**src/rtl/ftx_pkg.sv**
```systemverilog
package ftx_pkg;
   typedef enum logic [2:0] {
      ST_IDLE  = 3'd0,
      ST_WAIT  = 3'd1,
      ST_PRE   = 3'd2,
      ST_DATA  = 3'd3,
      ST_TRAIL = 3'd4
   } ftx_state_e;
endpackage

```
**src/rtl/ftx_tick_counter.sv**
```systemverilog
module ftx_tick_counter #(
   parameter int TICK_W = 32
) (
   input  logic              clk,
   input  logic              rst_n,
   output logic [TICK_W-1:0] tick
);
   if (TICK_W < 12) begin : g_bad_width
      $error("TICK_W too small for the guard intervals");
   end

   logic [TICK_W-1:0] cnt_q;

   always_ff @(posedge clk) begin
      if (!rst_n) cnt_q <= '0;
      else        cnt_q <= cnt_q + TICK_W'(1);
   end

   assign tick = cnt_q;


   tick_step_chk: assert property (@(posedge clk) disable iff (!rst_n)
      $past(rst_n) |-> tick == $past(tick) + TICK_W'(1));
endmodule

```
**src/rtl/ftx_guard_tracker.sv**
```systemverilog
module ftx_guard_tracker #(
   parameter int TICK_W            = 32,
   parameter int ALIGN_LOG2        = 3,
   parameter int GUARD_TICKS       = 426,
   parameter int FRAME_DELAY_TICKS = 168,
   parameter int PIPE_COMP_TICKS   = 18,
   parameter int RESET_EARLIEST    = 418
) (
   input  logic              clk,
   input  logic              rst_n,
   input  logic [TICK_W-1:0] tick,
   input  logic              launch,
   input  logic [TICK_W-1:0] launch_tick,
   input  logic              reply_done,
   output logic [TICK_W-1:0] earliest
);
   localparam int REPLY_ADD = FRAME_DELAY_TICKS - PIPE_COMP_TICKS;
   localparam logic [TICK_W-1:0] LOW_MASK = TICK_W'((1 << ALIGN_LOG2) - 1);

   if (REPLY_ADD < 0) begin : g_bad_comp
      $error("pipeline compensation exceeds frame delay");
   end
   if (GUARD_TICKS < 1) begin : g_bad_guard
      $error("GUARD_TICKS must be positive");
   end

   logic [TICK_W-1:0] earliest_q;
   logic [TICK_W-1:0] cand_launch, cand_reply, step1, step2;

   always_comb begin
      cand_launch = launch_tick + TICK_W'(GUARD_TICKS);
      cand_reply  = (tick & ~LOW_MASK) + TICK_W'(REPLY_ADD);
      step1 = earliest_q;
      if (launch && cand_launch > step1) step1 = cand_launch;
      step2 = step1;
      if (reply_done && cand_reply > step2) step2 = cand_reply;
   end

   always_ff @(posedge clk) begin
      if (!rst_n) earliest_q <= TICK_W'(RESET_EARLIEST);
      else        earliest_q <= step2;
   end

   assign earliest = earliest_q;


   earliest_mono_chk: assert property (@(posedge clk) disable iff (!rst_n)
      $past(rst_n) |-> earliest >= $past(earliest));

   guard_after_launch_chk: assert property (@(posedge clk) disable iff (!rst_n)
      launch |=> earliest >= $past(launch_tick) + TICK_W'(GUARD_TICKS));

   reply_delay_chk: assert property (@(posedge clk) disable iff (!rst_n)
      reply_done |=> earliest >= ($past(tick) & ~LOW_MASK) + TICK_W'(REPLY_ADD));
endmodule

```
**src/rtl/ftx_byte_sequencer.sv**
```systemverilog
module ftx_byte_sequencer
   import ftx_pkg::*;
#(
   parameter int TICK_W     = 32,
   parameter int LEN_W      = 9,
   parameter int ALIGN_LOG2 = 3,
   parameter int PRE_BYTES  = 6,
   parameter int POST_BYTES = 2
) (
   input  logic              clk,
   input  logic              rst_n,
   input  logic [TICK_W-1:0] tick,
   input  logic [TICK_W-1:0] earliest,
   input  logic              start_req,
   input  logic [LEN_W-1:0]  frame_len,
   output logic [LEN_W-1:0]  rd_addr,
   input  logic [7:0]        rd_data,
   input  logic              tx_rdy,
   output logic [7:0]        tx_byte,
   output logic              tx_strobe,
   output logic              busy,
   output logic              launch,
   output logic [TICK_W-1:0] launch_tick,
   output logic [TICK_W-1:0] start_tick
);
   localparam int CNT_MAX = (PRE_BYTES > POST_BYTES) ? PRE_BYTES : POST_BYTES;
   localparam int CNT_W   = $clog2(CNT_MAX + 1);
   localparam logic [TICK_W-1:0] LOW_MASK = TICK_W'((1 << ALIGN_LOG2) - 1);
   localparam logic [TICK_W-1:0] STEP     = TICK_W'(1 << ALIGN_LOG2);

   if (PRE_BYTES < 1 || POST_BYTES < 1) begin : g_bad_pad
      $error("padding counts must be at least one");
   end

   ftx_state_e        state_q;
   logic [CNT_W-1:0]  cnt_q;
   logic [LEN_W-1:0]  idx_q, len_q;
   logic [TICK_W-1:0] target_q, start_q, base;
   logic              sending;

   always_comb begin
      base = (earliest > tick) ? earliest : tick;
   end

   assign sending     = (state_q == ST_PRE) || (state_q == ST_DATA) || (state_q == ST_TRAIL);
   assign tx_strobe   = sending && tx_rdy;
   assign tx_byte     = (state_q == ST_DATA) ? rd_data : 8'h00;
   assign rd_addr     = idx_q;
   assign busy        = (state_q != ST_IDLE);
   assign launch      = (state_q == ST_WAIT) && (tick == target_q);
   assign launch_tick = target_q;
   assign start_tick  = start_q;

   always_ff @(posedge clk) begin
      if (!rst_n) begin
         state_q  <= ST_IDLE;
         cnt_q    <= '0;
         idx_q    <= '0;
         len_q    <= '0;
         target_q <= '0;
         start_q  <= '0;
      end else begin
         unique case (state_q)
            ST_IDLE: begin
               if (start_req) begin
                  len_q    <= frame_len;
                  target_q <= (base & ~LOW_MASK) + STEP;
                  state_q  <= ST_WAIT;
               end
            end
            ST_WAIT: begin
               if (launch) begin
                  start_q <= target_q;
                  cnt_q   <= '0;
                  idx_q   <= '0;
                  state_q <= ST_PRE;
               end
            end
            ST_PRE: begin
               if (tx_strobe) begin
                  if (cnt_q == CNT_W'(PRE_BYTES - 1)) begin
                     cnt_q   <= '0;
                     state_q <= (len_q == '0) ? ST_TRAIL : ST_DATA;
                  end else begin
                     cnt_q <= cnt_q + CNT_W'(1);
                  end
               end
            end
            ST_DATA: begin
               if (tx_strobe) begin
                  if (idx_q == len_q - LEN_W'(1)) state_q <= ST_TRAIL;
                  else                          idx_q   <= idx_q + LEN_W'(1);
               end
            end
            ST_TRAIL: begin
               if (tx_strobe) begin
                  if (cnt_q == CNT_W'(POST_BYTES - 1)) state_q <= ST_IDLE;
                  else                                 cnt_q   <= cnt_q + CNT_W'(1);
               end
            end
            default: state_q <= ST_IDLE;
         endcase
      end
   end


   start_align_chk: assert property (@(posedge clk) disable iff (!rst_n)
      launch |=> (start_tick[ALIGN_LOG2-1:0] == '0) && (start_tick == $past(tick)));

   ignore_busy_req_chk: assert property (@(posedge clk) disable iff (!rst_n)
      (busy && start_req) |=> $stable(target_q) && $stable(len_q));

   trail_end_chk: assert property (@(posedge clk) disable iff (!rst_n)
      $fell(busy) |-> $past(state_q == ST_TRAIL) && $past(tx_rdy));

   hold_on_stall_chk: assert property (@(posedge clk) disable iff (!rst_n)
      (sending && !tx_rdy) |=> $stable(state_q) && $stable(cnt_q) && $stable(idx_q));
endmodule

```
**src/rtl/frame_tx_scheduler.sv**
```systemverilog
module frame_tx_scheduler #(
   parameter int TICK_W            = 32,
   parameter int LEN_W             = 9,
   parameter int ALIGN_LOG2        = 3,
   parameter int PRE_BYTES         = 6,
   parameter int POST_BYTES        = 2,
   parameter int GUARD_TICKS       = 426,
   parameter int FRAME_DELAY_TICKS = 168,
   parameter int PIPE_COMP_TICKS   = 18,
   parameter int TX_PIPE_TICKS     = 209,
   parameter int RESET_EARLIEST    = 2 * TX_PIPE_TICKS
) (
   input  logic              clk,
   input  logic              rst_n,
   input  logic              start_req,
   input  logic [LEN_W-1:0]  frame_len,
   output logic [LEN_W-1:0]  rd_addr,
   input  logic [7:0]        rd_data,
   input  logic              reply_done,
   input  logic              tx_rdy,
   output logic [7:0]        tx_byte,
   output logic              tx_strobe,
   output logic              busy,
   output logic [TICK_W-1:0] start_tick
);
   logic [TICK_W-1:0] tick, earliest, launch_tick;
   logic              launch;

   ftx_tick_counter #(.TICK_W(TICK_W)) u_tick (
      .clk   (clk),
      .rst_n (rst_n),
      .tick  (tick)
   );

   ftx_guard_tracker #(
      .TICK_W            (TICK_W),
      .ALIGN_LOG2        (ALIGN_LOG2),
      .GUARD_TICKS       (GUARD_TICKS),
      .FRAME_DELAY_TICKS (FRAME_DELAY_TICKS),
      .PIPE_COMP_TICKS   (PIPE_COMP_TICKS),
      .RESET_EARLIEST    (RESET_EARLIEST)
   ) u_guard (
      .clk         (clk),
      .rst_n       (rst_n),
      .tick        (tick),
      .launch      (launch),
      .launch_tick (launch_tick),
      .reply_done  (reply_done),
      .earliest    (earliest)
   );

   ftx_byte_sequencer #(
      .TICK_W     (TICK_W),
      .LEN_W      (LEN_W),
      .ALIGN_LOG2 (ALIGN_LOG2),
      .PRE_BYTES  (PRE_BYTES),
      .POST_BYTES (POST_BYTES)
   ) u_seq (
      .clk         (clk),
      .rst_n       (rst_n),
      .tick        (tick),
      .earliest    (earliest),
      .start_req   (start_req),
      .frame_len   (frame_len),
      .rd_addr     (rd_addr),
      .rd_data     (rd_data),
      .tx_rdy      (tx_rdy),
      .tx_byte     (tx_byte),
      .tx_strobe   (tx_strobe),
      .busy        (busy),
      .launch      (launch),
      .launch_tick (launch_tick),
      .start_tick  (start_tick)
   );


   launch_not_early_chk: assert property (@(posedge clk) disable iff (!rst_n)
      $rose(busy) |-> launch_tick > $past(tick));
endmodule

```
**config.mk**
```make
export PLATFORM = sky130hd
export DESIGN_NAME = frame_tx_scheduler
export DESIGN_NICKNAME = d
export VERILOG_FILES = /design/src/rtl/ftx_pkg.sv /design/src/rtl/ftx_tick_counter.sv /design/src/rtl/ftx_guard_tracker.sv /design/src/rtl/ftx_byte_sequencer.sv /design/src/rtl/frame_tx_scheduler.sv
export SDC_FILE = /design/constraint.sdc
export NUM_CORES = 1
export LEC_CHECK = 0
export ABC_AREA = 1
export BUFFER_PORTS_ARGS = -buffer_cell sky130_fd_sc_hd__buf_2
export CAP_MARGIN = 5
export CORE_ASPECT_RATIO = 1.25
export CORE_MARGIN = 4
export CORE_UTILIZATION = 57
export DETAILED_ROUTE_END_ITERATION = 10
export GPL_ROUTABILITY_DRIVEN = 0
export PLACE_DENSITY = 0.76
export SYNTH_ARGS = -nofsm -noshare
export SYNTH_HDL_FRONTEND = slang
export SYNTH_SLANG_ARGS = --single-unit
```
**constraint.sdc**
```tcl
create_clock -name clk -period 8.8 [get_ports clk]
set_clock_uncertainty 0.1 [all_clocks]
set_input_delay 0 -clock clk [delete_from_list [all_inputs] [get_ports clk]]
set_output_delay 0 -clock clk [all_outputs]
set_load 0.05 [all_outputs]
```
==> out/results.ini <==
[setup_path]
crit_path_top_delay_cell = nor4b_1
critPathRequiredTime_ns = 8.98
r2r_setup_slack_ns = 1.93
path_class = reg2reg
worstPathArrival_ns = 7.06
crit_top_cell = nand2_1
cpPeakStageDelay_ns = 0.57
endpoint_kind = flip-flop
start_kind = flip-flop
crit_fanout = 56

[synthesis]
ys_seq_area_share_pct = 24.8
postSynthCellCount = 1904
synth_top_area_cell = dfxtp_1
syn-cell-area_mm2 = 0.0118
synth-edff-count = 0
yosys-top-cells-area = dfxtp_1 (25%), nand2_1 (14%), ha_1 (11%), inv_1 (8.8%), a21oi_1 (7.3%)
synth_warnings = 0
synth.distinct_cells = 44
synth_top_area_share_pct = 24.8
ys.flop_type = dfxtp_1
synth-async-reset-ratio_pct = 0
synth_seq_cells = 146
synth.avg_cell_area_um2 = 6.19

[place]
port_buffers = 69
placed_area_mm2 = 0.0122
dpl.hpwl_mm = 28.6

[pwr]
power_frac_clock_pct = 31.7
leakagePower_uw = 0.00585
p_sw_share_pct = 39.6
vdd_ir_drop_max_uv = 137
seq_power_share_pct = 34.2
power.internal_uw = 1400
power.switching_uw = 919
power_density_mw_per_mm2 = 180
p_comb_share_pct = 34.1

[timing]
slew_viol_final = 0
maxSlewHeadroom_pct = 21.9
worst_slew_pin_slew_ns = 1.17
post-route-period-util_pct = 78.1
layout_min_cycle_time_ns = 6.87
finalSetupTns_ns = 0
rsz0062_at_grt = no
hold_viol_final = 0
fmax_mhz = 146
setup_viol = 0

[global_routing]
grt_pass1_vias = 11700
grt.total_usage_pct = 32.8
grt_start_max_net_pins = 94
grt_pass1_wl_mm = 60.0
antenna_found_initial = 0
overflow = 0

[floorplanning]
rows = 58
die_y_um = 169
fp.dieW_um = 137
start_util_pct = 58.2
fp.coreArea_mm2 = 0.0202
dieArea_mm2 = 0.0231
ios = 73

[clock_network]
clk-insertion-delay-late_ns = 0.45
numCtsBuffers = 17
cts_buffer_depth = 2
root_buffer = clkbuf_16
htree_num_levels = 4
cts_tree = yes
cts_num_sinks = 146
path_clk_slew_ns = 0.07

[route]
routed-via-count = 12700
drtIter0Drc = 1208
ant_nets = 0
drc = 0
finalWirelength_mm = 37.4
maxUsedRoutingLayer = met4
drt_first_pass_iters = 7
routedWlPerCell_um = 16.8
routedLengthMet1_mm = 15.7
met3WireLength_mm = 3.32
vias_per_cell = 5.69
dr_wl_met2_mm = 16.4

[final_layout]
final_cell_mix = nand2_1 (445), inv_1 (275), nor2_1 (206)
areaGrowthSynthToFinish_pct = 9.28
final_common_cell = nand2_1
nets = 2063
num_antenna_cells = 0
postLayoutCellArea_mm2 = 0.0129
drive_gt1_share_pct = 7.06

[run]
maxCapViolations = 0

[outcome]
status = complete, no violations

[worst_hold_path]
hold_path.class = in2reg

==> power by group through the flow <==
stage                     sequential [uW]  combinational, uW  clock, uW
final                                 795                791        736
after global routing                  800                888        770
after CTS                             790                772        740
after detailed placement              802                759          0
after global placement                802                744          0
after floorplan                       784                575          0
==> Yosys cell counts, drive strengths merged (2+ instances only) <==
master and instances:
nor4 19, xnor2 15, a211oi 4, and3 3, nor2 209, nor3 55
inv 296, clkbuf 34, nor3b 3, o21a 5, clkinv 2, o21ai 116
xor2 71, a31oi 3, o211ai 2, nand3 119, nand4 26, a21oi 171
o221ai 2, nand3b 10, ha 99, buf 36, dfxtp 146, nand2 448
==> path summary, 6_finish.rpt <==
path / start / endpoint / depth (start not counted)
worst max register to register: u_seq.launch_tick[3]$_SDFFE_PN0P_ / u_guard.earliest[5]$_SDFF_PN1_ / 35
worst min register to register: u_tick.tick[0]$_SDFF_PN0_ / u_tick.tick[0]$_SDFF_PN0_ / 1
worst min-delay path: rst_n / u_tick.tick[1]$_SDFF_PN0_ / 4
worst max-delay path: u_seq.launch_tick[3]$_SDFFE_PN0P_ / u_guard.earliest[5]$_SDFF_PN1_ / 35
==> cell type report <==
class | count | area (um2)
inverter | 298 | 1120
multi-input combinational | 1392 | 7400
fill | 1936 | 7360
tap | 270 | 338
timing repair buffer | 87 | 510
sequential | 146 | 2920
clock inverter | 12 | 121
clock buffer | 20 | 467
==> what timing repair did <==
action                    in CTS  in global routing
hold endpoints to repair      11                  0
hold buffers                  12                  0
resized for setup              0                  0
setup buffers                  0                  0
==> cell families (layout without fill, tap and decap cells) <==
logic type / count (synthesis) / in the layout / share of synthesized area [%]
AO/OA/AOI/OAI: 309 / 309 / 13.7
XOR/XNOR: 86 / 86 / 6.39
adder cells (fa/ha/maj): 99 / 99 / 10.5
buffers and inverters: 368 / 417 / 12.5
flip-flops: 146 / 146 / 24.8
other: 1 / 3 / 0.0318
AND/OR/NAND/NOR: 895 / 895 / 32.1
==> sequential cells by signal, indices dropped and copies added (netlist names) <==
signal             flops
u_seq.start_tick      29
u_seq.rd_addr          9
u_seq.launch_tick     29
u_seq.len_q            9
u_seq.state_q          3
u_seq.cnt_q            3
u_guard.earliest      32
u_tick.tick           32
==> stage by stage <==
step	power (uW)	cells	hold slack (ns)	utilization [%]	worst slack, ns
after detailed placement	1560	2181	0.161	60.1	2.07
after CTS	2300	2225	0.204	63.6	2.03
after floorplan	1360	1906	0.0446	-	3.51
final	2320	2225	0.205	63.6	1.93
after global placement	1550	2181	0.161	60.1	2.27
after global routing	2460	2225	0.258	63.6	1.17
==> worst max-delay path, delay by kind of cell (launching register included) <==
kind	cells	cell delay, ns
buffers and inverters	4	0.74
adders and majority gates	3	0.80
and+or+nand+nor	24	3.99
xor gates and xnor gates	1	0.32
DFF	1	0.39
AOI/OAI and AO/OA	3	0.35
==> per-layer routing <==
layer | GRT usage, % | vias to the layer above
met5 | 0 | -
met4 | 16.4 | 0
met3 | 4.10 | 121
met2 | 51.7 | 674
met1 | 44.0 | 5658
li1 | - | 6199
No activity file was read; power rests on OpenSTA's default activity.
